[config.mk]
export PLATFORM = sky130hd
export DESIGN_NAME = prio_irq_ctrl
export DESIGN_NICKNAME = d
export VERILOG_FILES = /design/src/rtl/pic_pkg.sv /design/src/rtl/pic_gateway.sv /design/src/rtl/pic_select.sv /design/src/rtl/prio_irq_ctrl.sv
export SDC_FILE = /design/constraint.sdc
export NUM_CORES = 1
export LEC_CHECK = 0
export BUFFER_PORTS_ARGS = -buffer_cell sky130_fd_sc_hd__buf_2
export CORE_ASPECT_RATIO = 1.25
export CORE_UTILIZATION = 39
export CTS_CLUSTER_DIAMETER = 60
export DETAILED_ROUTE_END_ITERATION = 8
export PLACE_DENSITY = 0.52
export SLEW_MARGIN = 20
export SYNTH_ARGS = -nofsm -noshare
export SYNTH_HDL_FRONTEND = slang
export SYNTH_HIERARCHICAL = 1
export SYNTH_SLANG_ARGS = --single-unit
[constraint.sdc]
create_clock -name clk -period 122.4 [get_ports clk]
set_clock_uncertainty 0.05 [all_clocks]
set_input_delay 12.24 -clock clk [delete_from_list [all_inputs] [get_ports clk]]
set_output_delay 12.24 -clock clk [all_outputs]
set_load 0.02 [all_outputs]
[src/rtl/pic_pkg.sv]
package pic_pkg;

    localparam logic [31:0] EN_BASE    = 32'h0000_2000;
    localparam logic [31:0] CTX_BASE   = 32'h0020_0000;
    localparam int unsigned EN_SHIFT   = 7;   // 0x80 bytes per context
    localparam int unsigned CTX_SHIFT  = 12;  // 0x1000 bytes per context
    localparam logic [11:0] OFF_THR    = 12'h000;
    localparam logic [11:0] OFF_CLAIM  = 12'h004;

    typedef enum logic [1:0] {
        GW_IDLE,
        GW_PEND,
        GW_BUSY,
        GW_BUSY_HELD
    } gw_state_e;

    typedef enum logic [2:0] {
        RG_NONE,
        RG_PRIO,
        RG_EN,
        RG_THR,
        RG_CLAIM
    } region_e;

endpackage

[src/rtl/pic_gateway.sv]
module pic_gateway
    import pic_pkg::*;
#(
    parameter bit EDGE = 1'b0
) (
    input  logic clk,
    input  logic rst_n,
    input  logic src_i,
    input  logic claim_i,
    input  logic complete_i,
    output logic pending_o
);

    gw_state_e state_q, state_d;
    logic      trig;

    generate
        if (EDGE) begin : g_edge
            logic src_q;
            always_ff @(posedge clk or negedge rst_n) begin
                if (!rst_n) src_q <= 1'b0;
                else        src_q <= src_i;
            end
            assign trig = src_i & ~src_q;
        end else begin : g_level
            assign trig = src_i;
        end
    endgenerate

    // state register
    always_ff @(posedge clk or negedge rst_n) begin
        if (!rst_n) state_q <= GW_IDLE;
        else        state_q <= state_d;
    end

    // next state
    always_comb begin
        state_d = state_q;
        unique case (state_q)
            GW_IDLE: begin
                if (trig) state_d = GW_PEND;
            end
            GW_PEND: begin
                if (claim_i) state_d = (EDGE && trig) ? GW_BUSY_HELD : GW_BUSY;
            end
            GW_BUSY: begin
                if (complete_i)        state_d = (EDGE && trig) ? GW_PEND : GW_IDLE;
                else if (EDGE && trig) state_d = GW_BUSY_HELD;
            end
            GW_BUSY_HELD: begin
                if (complete_i) state_d = GW_PEND;
            end
            default: state_d = GW_IDLE;
        endcase
    end

    // outputs
    always_comb begin
        pending_o = (state_q == GW_PEND);
    end

    assert_claim_needs_pend_R6: assert property (@(posedge clk) disable iff (!rst_n)
        claim_i |-> (state_q == GW_PEND));

    assert_busy_no_rereq_R7: assert property (@(posedge clk) disable iff (!rst_n)
        (state_q == GW_BUSY && !complete_i) |=> !pending_o);

    generate
        if (EDGE) begin : g_edge_chk
            assert_edge_kept_R8: assert property (@(posedge clk) disable iff (!rst_n)
                (state_q == GW_BUSY && trig) |=> (state_q != GW_IDLE));
        end
    endgenerate

endmodule

[src/rtl/pic_select.sv]
module pic_select #(
    parameter int unsigned NUM_SRC = 40,
    parameter int unsigned PRIO_W  = 3,
    parameter int unsigned ID_W    = 6
) (
    input  logic [NUM_SRC:0]             pend_i,
    input  logic [NUM_SRC:0]             en_i,
    input  logic [NUM_SRC:0][PRIO_W-1:0] prio_i,
    input  logic [PRIO_W-1:0]            thr_i,
    output logic [ID_W-1:0]              best_id_o
);

    logic [PRIO_W-1:0] best_p;

    // Ascending scan with a strict compare: the lowest ID keeps a tie,
    // and seeding with the threshold makes the gating strict.
    always_comb begin
        best_p    = thr_i;
        best_id_o = '0;
        for (int i = 0; i <= int'(NUM_SRC); i++) begin
            if (pend_i[i] && en_i[i] && (prio_i[i] > best_p)) begin
                best_p    = prio_i[i];
                best_id_o = ID_W'(i);
            end
        end
    end

endmodule

[src/rtl/prio_irq_ctrl.sv]
module prio_irq_ctrl
    import pic_pkg::*;
#(
    parameter int unsigned       NUM_SRC   = 40,
    parameter int unsigned       NUM_CTX   = 2,
    parameter int unsigned       PRIO_W    = 3,
    parameter int unsigned       ADDR_W    = 24,
    parameter logic [NUM_SRC-1:0] EDGE_MASK = 40'hFF_0000_0000
) (
    input  logic               clk,
    input  logic               rst_n,
    input  logic [NUM_SRC-1:0] src_i,
    input  logic               acc_req_i,
    input  logic               acc_we_i,
    input  logic [ADDR_W-1:0]  acc_addr_i,
    input  logic [31:0]        acc_wdata_i,
    output logic [31:0]        acc_rdata_o,
    output logic [NUM_CTX-1:0] irq_o
);

    localparam int unsigned ID_W     = $clog2(NUM_SRC + 1);
    localparam int unsigned CTX_W    = (NUM_CTX > 1) ? $clog2(NUM_CTX) : 1;
    localparam int unsigned EN_WORDS = NUM_SRC / 32 + 1;

    // architectural state
    logic [NUM_SRC:0][PRIO_W-1:0]  prio_q;
    logic [NUM_CTX-1:0][NUM_SRC:0] en_q;
    logic [NUM_CTX-1:0][PRIO_W-1:0] thr_q;
    logic [31:0]                   rdata_q;
    logic [NUM_CTX-1:0]            irq_q;

    // gateway and arbitration nets
    logic [NUM_SRC:0]              pend;
    logic [NUM_SRC:1]              claim_vec;
    logic [NUM_SRC:1]              complete_vec;
    logic [NUM_CTX-1:0][ID_W-1:0]  best_id;

    // decode
    region_e          region;
    logic [ID_W-1:0]  sel_id;
    logic [CTX_W-1:0] sel_ctx;
    logic [4:0]       sel_word;
    logic [31:0]      a32;
    logic [31:0]      off;
    logic [31:0]      rd_val;

    assign pend[0] = 1'b0;

    generate
        for (genvar g = 1; g <= int'(NUM_SRC); g++) begin : g_gw
            pic_gateway #(.EDGE(EDGE_MASK[g-1])) u_gw (
                .clk        (clk),
                .rst_n      (rst_n),
                .src_i      (src_i[g-1]),
                .claim_i    (claim_vec[g]),
                .complete_i (complete_vec[g]),
                .pending_o  (pend[g])
            );
        end

        for (genvar c = 0; c < int'(NUM_CTX); c++) begin : g_ctx
            pic_select #(.NUM_SRC(NUM_SRC), .PRIO_W(PRIO_W), .ID_W(ID_W)) u_sel (
                .pend_i    (pend),
                .en_i      (en_q[c]),
                .prio_i    (prio_q),
                .thr_i     (thr_q[c]),
                .best_id_o (best_id[c])
            );

            assert_thr_max_blocks_R5: assert property (@(posedge clk) disable iff (!rst_n)
                (thr_q[c] == '1) |=> !irq_o[c]);
        end
    endgenerate

    // address decode
    always_comb begin
        region   = RG_NONE;
        sel_id   = '0;
        sel_ctx  = '0;
        sel_word = '0;
        off      = '0;
        a32      = 32'(acc_addr_i);
        if (a32[1:0] == 2'b00) begin
            if (a32 < EN_BASE) begin
                if ((a32 >> 2) <= NUM_SRC) begin
                    region = RG_PRIO;
                    sel_id = ID_W'(a32 >> 2);
                end
            end else if (a32 < CTX_BASE) begin
                off = a32 - EN_BASE;
                if (((off >> EN_SHIFT) < NUM_CTX) && (32'(off[6:2]) < EN_WORDS)) begin
                    region   = RG_EN;
                    sel_ctx  = CTX_W'(off >> EN_SHIFT);
                    sel_word = off[6:2];
                end
            end else begin
                off = a32 - CTX_BASE;
                if ((off >> CTX_SHIFT) < NUM_CTX) begin
                    sel_ctx = CTX_W'(off >> CTX_SHIFT);
                    if (off[11:0] == OFF_THR)        region = RG_THR;
                    else if (off[11:0] == OFF_CLAIM) region = RG_CLAIM;
                end
            end
        end
    end

    // read mux
    always_comb begin
        rd_val = '0;
        unique case (region)
            RG_PRIO:  rd_val = 32'(prio_q[sel_id]);
            RG_EN: begin
                for (int b = 0; b < 32; b++) begin
                    if ((32 * int'(sel_word) + b) >= 1 && (32 * int'(sel_word) + b) <= int'(NUM_SRC))
                        rd_val[b] = en_q[sel_ctx][32 * int'(sel_word) + b];
                end
            end
            RG_THR:   rd_val = 32'(thr_q[sel_ctx]);
            RG_CLAIM: rd_val = 32'(best_id[sel_ctx]);
            default:  rd_val = '0;
        endcase
    end

    // claim and completion strobes to the gateways
    always_comb begin
        claim_vec    = '0;
        complete_vec = '0;
        if (acc_req_i && region == RG_CLAIM) begin
            for (int i = 1; i <= int'(NUM_SRC); i++) begin
                if (!acc_we_i && best_id[sel_ctx] == ID_W'(i))
                    claim_vec[i] = 1'b1;
                if (acc_we_i && acc_wdata_i == 32'(i) && en_q[sel_ctx][i])
                    complete_vec[i] = 1'b1;
            end
        end
    end

    // register writes
    always_ff @(posedge clk or negedge rst_n) begin
        if (!rst_n) begin
            prio_q <= '0;
            en_q   <= '0;
            thr_q  <= '0;
        end else if (acc_req_i && acc_we_i) begin
            case (region)
                RG_PRIO: begin
                    if (sel_id != '0) prio_q[sel_id] <= acc_wdata_i[PRIO_W-1:0];
                end
                RG_EN: begin
                    for (int b = 0; b < 32; b++) begin
                        if ((32 * int'(sel_word) + b) >= 1 && (32 * int'(sel_word) + b) <= int'(NUM_SRC))
                            en_q[sel_ctx][32 * int'(sel_word) + b] <= acc_wdata_i[b];
                    end
                end
                RG_THR:  thr_q[sel_ctx] <= acc_wdata_i[PRIO_W-1:0];
                default: ;
            endcase
        end
    end

    // read data and request outputs
    always_ff @(posedge clk or negedge rst_n) begin
        if (!rst_n) begin
            rdata_q <= '0;
            irq_q   <= '0;
        end else begin
            if (acc_req_i && !acc_we_i) rdata_q <= rd_val;
            for (int c = 0; c < int'(NUM_CTX); c++)
                irq_q[c] <= (best_id[c] != '0);
        end
    end

    assign acc_rdata_o = rdata_q;
    assign irq_o       = irq_q;

    assert_claim_onehot_R6: assert property (@(posedge clk) disable iff (!rst_n)
        $onehot0(claim_vec));

    assert_unmapped_zero_R10: assert property (@(posedge clk) disable iff (!rst_n)
        (acc_req_i && !acc_we_i && region == RG_NONE) |=> (acc_rdata_o == 32'h0));

    assert_empty_claim_zero_R1: assert property (@(posedge clk) disable iff (!rst_n)
        (acc_req_i && !acc_we_i && region == RG_CLAIM && claim_vec == '0) |=> (acc_rdata_o == 32'h0));

endmodule

==> results of run 1 <==
[state kept, by name (all words and copies together) (netlist names)]
signal and count:
en_q 82, thr_q 6, acc_rdata_o 32, g_gw.u_gw/g_edge.src_q 8
irq_o 2, prio_q 123, g_gw.u_gw/state_q 80
[report_power, final]
group	total, mW	leakage (nW)	switching [mW]	internal [mW]
clock network	0.140	0.767	0.0550	0.0849
registers	0.116	4.44	0.00278	0.113
logic	0.0404	11.0	0.0245	0.0158
[cell families (layout without fill, tap and decap cells)]
family	after synthesis	in the layout	synth area share (%)
buffers and inverters	362	503	4.343
XOR/XNOR	1	1	0.02737
AND/OR/NAND/NOR	1402	1402	22.10
adder cells (fa/ha/maj)	279	279	10.80
flip-flops	333	333	26.03
AO/OA/AOI/OAI	948	948	22.63
other	1	5	0.01171
multiplexers	392	392	14.05
[critical path, delay by kind of cell, from the launching register on]
kind	cells	cell delay (ns)
simple gates	109	15.32
buf+inv	7	0.64
fa+ha+maj	46	13.04
mux	12	4.15
flops	1	0.41
compound gates	117	25.89
[area by class of cell]
| type | instances | area, um^2 | area share (%) |
|---|---|---|---|
| multi-input combinational | 3027 | 22340 | 63.07 |
| timing repair buffer | 155 | 853.3 | 2.409 |
| clock inverter | 21 | 291.5 | 0.8229 |
| sequential | 333 | 8333 | 23.52 |
| clock buffer | 56 | 1247 | 3.521 |
| inverter | 271 | 1017 | 2.871 |
| tap | 1071 | 1340 | 3.783 |
[final timing paths]
kind,end,slack [ns],start
min,en_q[41],0.37,en_q[41]
min reg2reg,en_q[41],0.37,en_q[41]
max reg2reg,g_gw[14].u_gw/state_q[1],62.68,g_gw[1].u_gw/state_q[1]
min in group asynchronous,acc_rdata_o[14],11.63,rst_n
max,g_gw[14].u_gw/state_q[1],62.68,g_gw[1].u_gw/state_q[1]
max in group asynchronous,en_q[74],109.26,rst_n
[stage by stage]
stage                     cell area, um^2  hold slack, ns  utilization (%)
after detailed placement            33890          0.3558            41.63
final                               35430          0.3663            43.52
after global routing                35430          0.3928            43.52
after global placement              33880          0.3598            41.63
after floorplan                     32030          0.4188                -
after CTS                           35430          0.3714            43.52
[cells in the final DEF (no fill, tap or decap), types with 35 or more instances in the layout]
cell and count:
a21oi_1 143, o21ai_0 170, nand2_1 337, dfrtp_1 333, mux2_4 35, mux2_2 224, inv_1 270, a31oi_1 48
clkbuf_16 45, buf_2 132, o211ai_1 42, nor2_2 42, o22ai_1 48, a21o_1 36, nor3_1 115, nor2_1 333
o221ai_2 41, mux2i_1 112, a211oi_1 35, and2_1 48, nand2b_1 78, and3_1 81, nand3_1 150, ha_1 266
[layer usage]
layer | up-vias | track usage [%] | share of wire (%)
li1 | 14010 | - | -
met1 | 14850 | 36.41 | 41
met2 | 964 | 49.89 | 48
met3 | 220 | 3.473 | 5.5
met4 | 4 | 13.37 | 4.9
met5 | - | 0 | 0.011
[cells in the mapped netlist (27+ instances only)]
master / instances / area [um^2]
nor3_1: 116 / 580.6
a21oi_1: 143 / 715.7
mux2_4: 35 / 525.5
and2_1: 48 / 300.3
nand2_1: 337 / 1265
nor2_2: 42 / 262.8
a31oi_1: 49 / 306.5
mux2i_1: 112 / 1121
o211ai_1: 42 / 315.3
a21o_1: 36 / 270.3
inv_1: 270 / 1013
o22ai_1: 48 / 300.3
nand3_1: 151 / 755.7
o221ai_2: 41 / 615.6
and3_1: 81 / 506.7
nand2b_1: 79 / 494.2
nor2b_1: 33 / 206.5
dfrtp_1: 333 / 8333
clkbuf_1: 63 / 236.5
mux2_2: 224 / 2522
ha_1: 266 / 3328
o21ai_0: 170 / 850.8
or3_1: 29 / 181.4
o211a_1: 28 / 280.3
o31ai_1: 27 / 202.7
a211oi_1: 35 / 262.8
nor2_1: 333 / 1250
==> flow_summary.ini, run 1 <==
[run_status]
status = finished, final reports clean

[routing]
postRouteAntennaNets = 0
firstDrtPassIters = 6
num_vias = 30050
drtIter0Drc = 2367
wl_mm = 122.9
wire_per_inst_um = 24.90
route.detailed.drc = 0
avgViaCountPerCell = 6.091

[global_routing]
grt-ovfl-total = 0
grt_max_degree = 133
grt_pass1_wl_mm = 183.8
antenna_found_initial = 4
grt_usage_pct = 29.12
grt_pass1_vias = 28810

[place]
hpwlAfterDp_mm = 96.62
dp_slack_ns = 63.56
numPortBuffers = 133
gp_congestion = 0.9750
place_inst = 4857

[floorplanning]
core_region_area_mm2 = 0.08139
die_h_um = 322.3
start_util_pct = 39.33
dieWidth_um = 258.2
io_pins = 134
num_rows = 117
dieArea_mm2 = 0.08323

[setup_path]
path_max_fanout = 12
crit_path_start_kind = flip-flop
reg2reg_depth = 291
crit_top_cell = nor2_1
path_class = reg2reg
worstPathArrival_ns = 60.15
cp-end-kind = flip-flop
critPathSlowestCell = o31ai_1
critical_path_required_ns = 122.82
slowest_delay_ns = 0.70

[cts]
clk_path_buf_depth = 3
clk_latency_ns = 0.59
ctsHoldBuffers = 0
postCtsSetupBuffers = 0
cts_made_buffers = 43
ctsResizeCount = 0
cts-root-buf = clkbuf_16
path_clk_slew_ns = 0.06
cts_max_level = 2
cts_sinks = 333
cts_tree = done

[hold_path]
holdCritPathClass = reg2reg
holdPathStages = 0

[cells_and_area]
instances_no_fill = 4934
drive_above_1_share_pct = 18.41
area_growth_pct = 10.67
nFillCells = 8280
diodes = 0
nets = 4197

[pwr]
finalPower_mw = 0.2961
max-vdd-ir-drop_mv = 0.008333
p_per_area_mw_per_mm2 = 8.357
p_leak_nw = 16.25

[sta]
relSlewSlack_pct = 29.28
rsz0062_at_grt = no
timing.final.crit_share_pct = 48.79
setup_violations = 0
post-route-min-period_ns = 59.72
tns_ns = 0
fmax_mhz = 16.74
worst_slack_ns = 62.68
finalHoldViolations = 0
worst_pin_slew_ns = 1.051
maxSlewViolCount = 0

[synth]
syn_area_mm2 = 0.03201
avgSynthCellArea_um2 = 8.610
ys_async_sr_fraction_pct = 100.0
synth-seq-cells = 333
ys_seq_area_share_pct = 26.03
syn-instance-count = 3718
dominantRegCellSynth = dfrtp_1
ys_types = 135
synth_edf_count = 0
ys_warn_count = 6

[run]
max_cap_viol_count = 0
Note: power is estimated with default switching activity, not from simulation.
==> run 2, diff against run 1 <==
--- a/config.mk
+++ b/config.mk
@@ -5,6 +5,7 @@
 export SDC_FILE = /design/constraint.sdc
 export NUM_CORES = 1
 export LEC_CHECK = 0
+export ABC_AREA = 1
 export BUFFER_PORTS_ARGS = -buffer_cell sky130_fd_sc_hd__buf_2
 export CORE_ASPECT_RATIO = 1.25
 export CORE_UTILIZATION = 39
==> constraint.sdc (replaced) <==
create_clock -name clk -period 55.1 [get_ports clk]
set_clock_uncertainty 0.05 [all_clocks]
set_input_delay 5.51 -clock clk [delete_from_list [all_inputs] [get_ports clk]]
set_output_delay 5.51 -clock clk [all_outputs]
set_load 0.02 [all_outputs]
==> run 2 against run 1 <==
- die area decreased by 1.2%
- sequential share of layout area is 0.14 points higher
- worst setup slack worse by 53 ns
- utilization up 0.42 points
- largest power group unchanged
==> flow_summary.ini, run 2 <==
[run_status]
status = finished, final reports clean

[synth]
synth_most_common_cell = nand2_1
ys_warn_count = 6
dominantRegCellSynth = dfrtp_1
ys_top_cells_by_count = nand2_1, inv_1, o21ai_0
synth_edf_count = 0
syn-instance-count = 4709
synth_top_area_share_pct = 26.35
synth_area_leaders = dfrtp_1, nand2_1, ha_1
syn_area_mm2 = 0.03162
ys_types = 60
synth_area_leader_cell = dfrtp_1
ys_seq_area_share_pct = 26.35
synth-seq-cells = 333
avgSynthCellArea_um2 = 6.715
ys_async_sr_fraction_pct = 100.0

[cells_and_area]
nFillCells = 8459
instances_no_fill = 5948
final_cell_mix = nand2_1, inv_1, o21ai_0
drive_above_1_share_pct = 17.99
area_growth_pct = 11.34
nets = 5216
reg_top3 = prio_q (123), en_q (82), g_gw.u_gw/state_q (80)
largest_reg_flops = 123
final_common_cell = nand2_1
regMostFlops = prio_q
diodes = 0

[routing]
firstDrtPassIters = 7
route.detailed.drc = 0
avgViaCountPerCell = 4.976
num_vias = 29600
postRouteAntennaNets = 0
wl_mm = 107.8
drtIter0Drc = 1802
wire_per_inst_um = 18.12

[sta]
worst_slack_ns = 9.508
finalHoldViolations = 0
tns_ns = 0
relSlewSlack_pct = 34.41
fmax_mhz = 21.93
timing.final.crit_share_pct = 82.74
maxSlewViolCount = 0
setup_violations = 0
worst_pin_slew_ns = 0.9828
post-route-min-period_ns = 45.59
rsz0062_at_grt = no

[setup_path]
reg2reg_depth = 285
r2r_end = g_gw[13].u_gw/state_q[0]
crit_path_start_kind = flip-flop
path_class = reg2reg
cp-end-kind = flip-flop
crit_top_cell = nand2_2
startpoint = thr_q[0]
path_max_fanout = 15
r2r_start = thr_q[0]
crit_end = g_gw[13].u_gw/state_q[0]
critPathSlowestCell = nand2_1
r2r_slack_ns = 9.51
worstPathArrival_ns = 46.04
critical_path_required_ns = 55.55
slowest_delay_ns = 0.61

[cts]
cts_sinks = 333
cts_tree = done
cts-root-buf = clkbuf_16
cts_made_buffers = 47
ctsResizeCount = 0
cts_max_level = 2
clk_path_buf_depth = 3
path_clk_slew_ns = 0.06
ctsHoldBuffers = 0
postCtsSetupBuffers = 0
clk_latency_ns = 0.62

[global_routing]
antenna_found_initial = 12
grt_usage_pct = 26.29
grt_max_degree = 90
grt_pass1_wl_mm = 167.1
grt_pass1_vias = 28780
grt-ovfl-total = 0

[pwr]
max-vdd-ir-drop_mv = 0.02617
p_per_area_mw_per_mm2 = 26.48
p_leak_nw = 18.02

[place]
dp_slack_ns = 9.678
numPortBuffers = 133
gp_congestion = 0.9381
hpwlAfterDp_mm = 86.49
place_inst = 5863

[floorplanning]
num_rows = 116
dieArea_mm2 = 0.08223
die_h_um = 320.4
io_pins = 134
start_util_pct = 39.47
dieWidth_um = 256.7
core_region_area_mm2 = 0.08012

[run]
max_cap_viol_count = 0

[hold_path]
holdCritPathClass = reg2reg
==> run 2: per-layer routing <==
| layer | part of all wire, % | up-vias | GRT usage (%) |
|---|---|---|---|
| li1 | - | 15190 | - |
| met1 | 43 | 13630 | 32.20 |
| met2 | 49 | 589 | 46.69 |
| met3 | 4.5 | 181 | 3.564 |
| met4 | 3.8 | 14 | 9.444 |
| met5 | 0.083 | - | 0 |
==> run 2: layout make-up <==
class	count	area, um^2	share of cell area (%)
Clock inverter	29	355.3	1.009
Multi-Input combinational cell	3523	20060	56.97
Inverter	787	2988	8.486
Tap cell	1062	1329	3.774
Sequential cell	333	8333	23.67
Clock buffer	56	1282	3.642
Timing Repair Buffer	158	863.3	2.452
==> run 2: worst min-delay path by stage <==
stage                   from  endpoint  slack, ns  cells after the start
floorplan            en_q[0]   en_q[0]       0.38                      1
global placement     en_q[0]   en_q[0]       0.31                      0
detailed placement   en_q[0]   en_q[0]       0.32                      0
CTS                  en_q[0]   en_q[0]       0.33                      0
global route         en_q[0]   en_q[0]       0.34                      0
finish              en_q[41]  en_q[41]       0.33                      0
==> run 2: logic make-up (layout without fill, tap and decap cells) <==
logic type      count (synthesis)  count (layout)  synth area share (%)
simple gates                 2652            2652                 39.78
buf+inv                       854            1030                 10.32
compound gates                574             574                 12.10
flops                         333             333                 26.35
fa+ha+maj                     266             266                 10.52
mux                            29              29                0.9179
other cells                     1               2               0.01186
==> run 2: metrics by stage <==
| step | utilization [%] | cell area [um^2] | hold slack [ns] | power [mW] |
|---|---|---|---|---|
| 4_1_cts | 43.95 | 35210 | 0.3296 | 0.9446 |
| 3_5_place_dp | 41.90 | 33570 | 0.3179 | 0.6140 |
| 3_3_place_gp | 41.90 | 33570 | 0.3150 | 0.6126 |
| 6_report | 43.95 | 35210 | 0.3258 | 0.9325 |
| 2_1_floorplan | - | 31630 | 0.3789 | 0.5416 |
| 5_1_grt | 43.95 | 35210 | 0.3373 | 1.006 |
==> run 2: power by group <==
| part | leakage, nW | internal, mW | switching, mW | total (mW) |
|---|---|---|---|---|
| registers | 4.52 | 0.274 | 0.0312 | 0.305 |
| logic | 12.7 | 0.117 | 0.185 | 0.302 |
| clock network | 0.799 | 0.196 | 0.129 | 0.325 |
==> run 2: worst max-delay path: cells and delay by family, from the launching register on <==
family,cells,cell delay [ns]
simple gates,181,19.71
compound gates,56,12.90
fa+ha+maj,40,11.61
buf+inv,8,0.66
flops,1,0.44
